**src/rtl/thr_persist_pkg.sv**
```systemverilog
package thr_persist_pkg;

    localparam int VAL_W  = 16;
    localparam int PERS_W = 4;
    localparam int CNT_W  = 6;
    localparam int LINEAR_CODES = 4;
    localparam int STEP_LEN     = 5;

    typedef logic [CNT_W-1:0]  cnt_t;
    typedef logic [PERS_W-1:0] pers_t;

    typedef struct packed {
        logic valid;
        logic below;
        logic above;
        logic outside;
    } sample_eval_t;

    function automatic cnt_t pers_target(input pers_t code);
        cnt_t r;
        if (int'(code) < LINEAR_CODES)
            r = cnt_t'(code);
        else
            r = cnt_t'(STEP_LEN * (int'(code) - (LINEAR_CODES - 1)));
        return r;
    endfunction

endpackage

```
**src/rtl/tpf_window.sv**
```systemverilog
module tpf_window
    import thr_persist_pkg::*;
#(
    parameter int W = VAL_W
) (
    input  logic         cyc_done,
    input  logic [W-1:0] sample,
    input  logic [W-1:0] lo,
    input  logic [W-1:0] hi,
    output sample_eval_t ev
);
    always_comb begin
        ev.valid   = cyc_done;
        ev.below   = sample < lo;
        ev.above   = sample > hi;
        ev.outside = ev.below | ev.above;
    end
endmodule

```
**src/rtl/tpf_persist.sv**
```systemverilog
module tpf_persist
    import thr_persist_pkg::*;
(
    input  logic         clk,
    input  logic         rst,
    input  logic         clr,
    input  sample_eval_t ev,
    input  pers_t        code,
    output cnt_t         run_cnt,
    output logic         trip
);
    cnt_t target;
    cnt_t bumped;
    cnt_t cnt_nxt;

    always_comb begin
        target  = pers_target(code);
        bumped  = (run_cnt >= target) ? target : cnt_t'(run_cnt + 1'b1);
        cnt_nxt = run_cnt;
        trip    = 1'b0;
        if (clr) begin
            cnt_nxt = '0;
        end else if (ev.valid) begin
            if (target == '0) begin
                cnt_nxt = '0;
                trip    = 1'b1;
            end else if (ev.outside) begin
                cnt_nxt = bumped;
                trip    = (bumped >= target);
            end else begin
                cnt_nxt = '0;
            end
        end
    end

    always_ff @(posedge clk) begin
        if (rst) run_cnt <= '0;
        else     run_cnt <= cnt_nxt;
    end
endmodule

```
**src/rtl/tpf_irq.sv**
```systemverilog
module tpf_irq (
    input  logic clk,
    input  logic rst,
    input  logic clr,
    input  logic trip,
    input  logic en,
    output logic status,
    output logic pin_n
);
    always_ff @(posedge clk) begin
        if (rst)       status <= 1'b0;
        else if (clr)  status <= 1'b0;
        else if (trip) status <= 1'b1;
    end

    assign pin_n = ~(status & en);
endmodule

```
**src/rtl/thr_persist_filter.sv**
```systemverilog
module thr_persist_filter
    import thr_persist_pkg::*;
(
    input  logic             clk,
    input  logic             rst,
    input  logic             cycle_done,
    input  logic [VAL_W-1:0] clear_value,
    input  logic [VAL_W-1:0] thr_low,
    input  logic [VAL_W-1:0] thr_high,
    input  logic [PERS_W-1:0] pers_code,
    input  logic             int_en,
    input  logic             clr_strobe,
    output logic             int_status,
    output logic             int_n
);
    sample_eval_t ev;
    cnt_t         run_cnt;
    logic         trip;

    tpf_window #(.W(VAL_W)) u_win (
        .cyc_done (cycle_done),
        .sample   (clear_value),
        .lo       (thr_low),
        .hi       (thr_high),
        .ev       (ev)
    );

    tpf_persist u_pers (
        .clk     (clk),
        .rst     (rst),
        .clr     (clr_strobe),
        .ev      (ev),
        .code    (pers_code),
        .run_cnt (run_cnt),
        .trip    (trip)
    );

    tpf_irq u_irq (
        .clk    (clk),
        .rst    (rst),
        .clr    (clr_strobe),
        .trip   (trip),
        .en     (int_en),
        .status (int_status),
        .pin_n  (int_n)
    );
endmodule

```
**config.mk**
```make
export PLATFORM = sky130hd
export DESIGN_NAME = thr_persist_filter
export DESIGN_NICKNAME = d
export VERILOG_FILES = /design/src/rtl/thr_persist_pkg.sv /design/src/rtl/tpf_window.sv /design/src/rtl/tpf_persist.sv /design/src/rtl/tpf_irq.sv /design/src/rtl/thr_persist_filter.sv
export SDC_FILE = /design/constraint.sdc
export NUM_CORES = 1
export LEC_CHECK = 0
export ABC_AREA = 1
export CELL_PAD_IN_SITES_DETAIL_PLACEMENT = 1
export CELL_PAD_IN_SITES_GLOBAL_PLACEMENT = 2
export CORE_MARGIN = 2
export CORE_UTILIZATION = 23
export CTS_BUF_LIST = sky130_fd_sc_hd__clkbuf_4
export DETAILED_ROUTE_END_ITERATION = 7
export PLACE_DENSITY = 0.87
export SYNTH_ARGS = -nofsm -noshare
export SYNTH_HDL_FRONTEND = slang
export SYNTH_SLANG_ARGS = --single-unit
export TNS_END_PERCENT = 20
```
**constraint.sdc**
```tcl
create_clock -name clk -period 4.26 [get_ports clk]
set_clock_uncertainty 0.15 [all_clocks]
set_input_delay 0.852 -clock clk [delete_from_list [all_inputs] [get_ports clk]]
set_output_delay 0.852 -clock clk [all_outputs]
set_load 0.1 [all_outputs]
```
# After elaboration in Yosys (flattened, before gate mapping)
# Index checks and enable logic that the tools add are counted.
[totals]
wordCells = 23
output_inout_bits = 2
regBits = 7
romBits = 0
latchBits = 0
mem_bits_rw = 0
memories = 0
in_bits = 57
[classes]
n_shift = 0
eq_ne = 0
multipliers = 1
muxes = 8
add_sub_neg = 2
n_div = 0
n_lt_le_gt_ge = 5
n_reduce_logical = 2
bitwise = 3
[ops]
columns = ["op", "count"]
rows = [
  ["4-bit by 32-bit multiplier with 6-bit output (first input constant)", 1],
  ["6-bit two-way mux", 4],
  ["16-bit greater-than comparator", 1],
  ["16-bit < comparator", 1],
  ["6-bit >= comparator", 2],
  ["6-bit by 1-bit adder with 6-bit output (second input constant)", 1],
  ["6-bit zero test", 1],
  ["4-bit by 2-bit subtractor with 5-bit output (second input constant)", 1],
  ["4-bit by 3-bit < comparator with 1-bit output (second input constant)", 1],
  ["1-bit two-way mux", 4],
  ["2-bit OR reduction", 1],
  ["1-bit bitwise AND", 1],
  ["1-bit NOT", 1],
  ["1-bit bitwise OR", 1],
]

# Logic depth before layout (Yosys ltp)
[logic_depth]
word_depth = 10
ltp_mapped = 28
depth_no_buf = 27

# Modules after synthesis
# From an unflattened synthesis, not the netlist that was laid out.
[unflattened]
cells_unflattened = 298
hier_area_um2 = 1888.1
[modules_own_cells]
columns = ["module", "instances", "area_per_inst_um2", "seq_area_each_um2", "cells_per_inst"]
rows = [
  ["tpf_persist", 1, 991.0, 120.1, 150],
  ["tpf_window", 1, 854.6, 0.0, 141],
  ["tpf_irq", 1, 42.5, 20.0, 7],
]

# Least setup slack after synthesis
# OpenSTA, ideal clock, no wires.
[synth_timing]
kind = "input -> register"
startpoint = "input port pers_code[0]"
endpoint = "register u_irq.status"
n_path_buf = 1
setup_slack_ns = -0.384
cell_stages = 26
setup_time_ns = 0.126
t_arrival_ns = 4.368
t_required_ns = 3.984
path_cell_list = "ha_1 bufinv_8 nand2_1 nand2_1 ha_1 ha_1 fa_1 xnor2_1 nand3b_2 nand3_4 ha_1 a21oi_1 o21a_1 nand3_2 buf_4 nand4_1 o21ai_4 ha_1 nand2_1 inv_1 o211ai_1 o2111ai_1 nand2_1 nand2_1 nand2_1 a21oi_1"
[synth_between]
elab_chain_cells = 10
elab_cells_between_ends = 12
cone_classes = "add/sub: 1; mul: 1; order compare: 3; mux: 6; reduce/logical: 1"
[synth_rtl]
columns = ["item", "line", "text"]
rows = [
  ["start, declared", "thr_persist_filter.sv:10", "input logic [PERS_W-1:0] pers_code,"],
  ["4-bit by 2-bit subtractor with 5-bit output", "thr_persist_pkg.sv:24", "r = cnt_t'(STEP_LEN * (int'(code) - (LINEAR_CODES - 1)));"],
  ["4-bit by 32-bit multiplier with 6-bit output", "thr_persist_pkg.sv:24", ""],
  ["6-bit two-way mux (*)", "thr_persist_pkg.sv:21", "if (int'(code) < LINEAR_CODES)"],
  ["6-bit >= comparator", "tpf_persist.sv:18", "bumped = (run_cnt >= target) ? target : cnt_t'(run_cnt + 1'b1);"],
  ["6-bit two-way mux", "tpf_persist.sv:18", ""],
  ["6-bit >= comparator", "tpf_persist.sv:29", "trip = (bumped >= target);"],
  ["1-bit two-way mux", "tpf_persist.sv:27", "end else if (ev.outside) begin"],
  ["1-bit two-way mux (*)", "tpf_persist.sv:24", "if (target == '0) begin"],
  ["1-bit two-way mux (*)", "tpf_persist.sv:23", "end else if (ev.valid) begin"],
  ["1-bit two-way mux (*)", "tpf_persist.sv:21", "if (clr) begin"],
  ["end signal, assigned", "tpf_irq.sv:11", "if (rst) status <= 1'b0;"],
  ["end signal, assigned", "tpf_irq.sv:12", "else if (clr) status <= 1'b0;"],
  ["end signal, assigned", "tpf_irq.sv:13", "else if (trip) status <= 1'b1;"],
  ["end, declared", "tpf_irq.sv:7", "output logic status,"],
]
# Mark *: on every way between the ends. The rest lies on a longest branch, timed or not.
# A chain may end at the register's enable or synchronous reset.

# Worst setup path after layout
[layout_timing]
startpoint = "input port pers_code[1]"
endpoint = "register u_irq.status"
# The elaborated chain is that of the path after synthesis.

==> results.md <==
* Top Family by Delay on Critical Path: adder cells
* Area Growth Syn to Fin at 65.93%
* Drt via density at 4.335
* Period utilization at 102.2%
* Max Root-Sink Buffers at 2
* Hold-fix buffers, CTS at 0
* Crit-path max FO at 6
* CP arrival at 4.35 ns
* DRC at 0
* Share of layout cells above drive strength 1 at 24.80%
* Status: complete, but fails checks
* WL/cell at 12.13 um
* Crit path time final at 4.352 ns
* Hold Path Sink: u_irq.status
* Worst setup margin at -0.09243 ns
* FF+latch count, synth at 7
* Leakage at approximately 1.6 nW
* Fin. Hold Viols at 0
* Post-synth cell types at 35
* CP max stage delay at 0.37 ns
* RR Startpoint: u_pers.run_cnt[1]
* Max_cap viols at 0
* Final setup vio count at 1
* Final wirelength at ~5.7 mm
* Post-DP HPWL at 5.000 mm
* Final Slew Violations at 0
* Post-synth EDFFs at 0
* Post-route insts no fill at about 470
* Die height at 92.91 um
* RR Endpoint: u_irq.status
* R2R setup slack at 1.52 ns
* Worst-case reg-to-reg path depth at 16
* Via count at 2033
* Worst Setup End Kind: flop
* Hold Path Origin: u_irq.status
* Mapped cell area at 1818 um^2
* Port bufs at between 50 and 60
* PwrDens at 176.6 nW/um^2
* Fillers at 957
* CP required at 4.26 ns
* Sink Count at 7
* CTS Root Cell: clkbuf_4
* H-tree level count at 1
* Startpoint types: input pin
* Ant diodes at 0
* Placed Cells at 452
* Critical path buffer and inverter count at 4
* Multi-input combinational cell area at 1638 um^2
* TritonCTS buffer count at 3
* Register area at 140.1 um^2
* Peak supply drop at 0.05467 mV
* Commonest non-fill, non-tap cells in the layout: 55 x nand2_1, 53 x clkdlybuf4s50_1, 47 x inv_1
* Critical-path top delay cell: fa_2
* Largest net degree at the start of global routing at 9
* Failing checks: negative setup slack
* Reg clk slew, reported paths at 0.05 ns
* Worst slew pin tran at 0.9628 ns
* Hold path depth at 2
* Worst skew pair latency at around 0.25 ns
* Post-DP Area at 2825 um^2
* Power, Total at around 0.00053 W
* Placer Congestion at 0.7574
* TritonCTS clock tree: done
* Async set or reset register ratio after synthesis at 0%
* Post-Syn Area per Cell at 6.708 um^2
* Slew HR at 35.61%
* Initial Util at 23.65%
* Fmax at 0.2298 GHz
* Crit-path most repeated cell: ha_4
* Row count at 32
* Design area at 3017 um^2
* IO Pins at 59
* Global-route wire length before repair at about 9.9 mm
* Syn Inst Count at 271
* Die Wd at 92.91 um
* RSZ-0062 raised after global routing: true
* Post-synth top flop: dfxtp_1
* Total Routing Usage GR at between 10% and 20%
* Util after Layout at 39.24%
* Core Box Area at 7687 um^2
* Final ANT Viol Nets at 0
* HP Class: reg2reg
* CP Class: in2reg
* GRT overflow at 0
* Most common cell after layout, fill and taps aside: nand2_1
* Die ar. at between 8000 and 9000 um^2
* DRT iter0 DRCs at 24
* Vias in the first global route at 2278
* Drt pass-1 iters at 4
* Seq/Total Area, Yosys at 7.708%
* Synth Net Count at around 380
* Initial antenna violation count at 0
* Nets at 475
* Yosys warns at 0
-- routing by layer --
layer / wire, um / up-vias / global-route usage, %
li1: - / 1075 / -
met1: 2336 / 920 / 15.08
met2: 3208 / 36 / 29.05
met3: 119 / 2 / 1.139
met4: 23 / 0 / 1.593
met5: 0 / - / 0
-- power by group --
part	internal, W	leakage, nW	switching (W)
Combinational	0.000201	1.49	0.000193
Clock	0.0000422	0.0184	0.0000261
Sequential	0.0000676	0.0565	0.00000290
-- stage by stage --
step | worst slack, ns | TNS, ns | hold WS [ns]
after global routing | -0.2729 | -0.2729 | 0.3566
final | -0.09243 | -0.09243 | 0.3361
after floorplan | 0.003684 | 0 | 0.3292
after global placement | -0.6747 | -1.344 | 0.3136
after CTS | -0.09640 | -0.09640 | 0.3344
after detailed placement | -0.9358 | -3.022 | 0.3286
-- sequential cells by signal (all words and copies together) (netlist names) --
name / cells
u_irq.status: 1
u_pers.run_cnt: 6
-- cell type report --
type / count / share of cell area [%]
inverters: 59 / 7.756
clock buffers: 4 / 0.9954
well taps: 102 / 4.231
multi-input cells: 204 / 54.29
repair buffers: 93 / 28.08
flip-flops and latches: 7 / 4.645
-- cell usage after synthesis (2+ instances only) --
library cell  count  area, um^2
nand2_1          62       232.7
o211ai_1          2       15.01
nor3_1            4       20.02
inv_1            50       187.7
dfxtp_1           7       140.1
nand3_2           2       20.02
xor2_1            5       43.79
a21oi_1          26       130.1
nand4_1           6       37.54
nor2_1           12       45.04
nand2_2           3       18.77
inv_2             7       26.28
ha_1             49       613.1
nand3_1          11       55.05
o21ai_0           4       20.02
o21ai_1           2       10.01
-- worst min-delay path, stage by stage, from the launching register on --
cell,delay [ns]
dfxtp_1,0.32
inv_1,0.06
a21oi_1,0.05
-- worst max path at each step --
stage	start	endpoint	slack, ns	cells after the start
after CTS	pers_code[0]	u_irq.status	-0.1	27
after global routing	pers_code[1]	u_irq.status	-0.27	26
after detailed placement	pers_code[0]	u_irq.status	-0.94	27
final	pers_code[1]	u_irq.status	-0.09	27
after global placement	pers_code[0]	u_irq.status	-0.67	26
after floorplan	pers_code[1]	u_irq.status	0.004	26
-- kinds of logic after synthesis --
family	count (synthesis)	share of synthesized area, %
AO/OA/AOI/OAI	39	12.73
XOR/XNOR	6	2.891
adder cells (fa/ha/maj)	50	34.82
buffers and inverters	61	13.56
flip-flops	7	7.708
multiplexers	1	0.7569
AND/OR/NAND/NOR	107	27.53
-- what timing repair did --
action,CTS,global route
pin swaps,19,23
buffers inserted,5,7
endpoints found under the hold margin,0,0
resized for setup,33,8
gates cloned,1,0
setup endpoints to repair,7,1
Power figures use the tool's default switching activity.
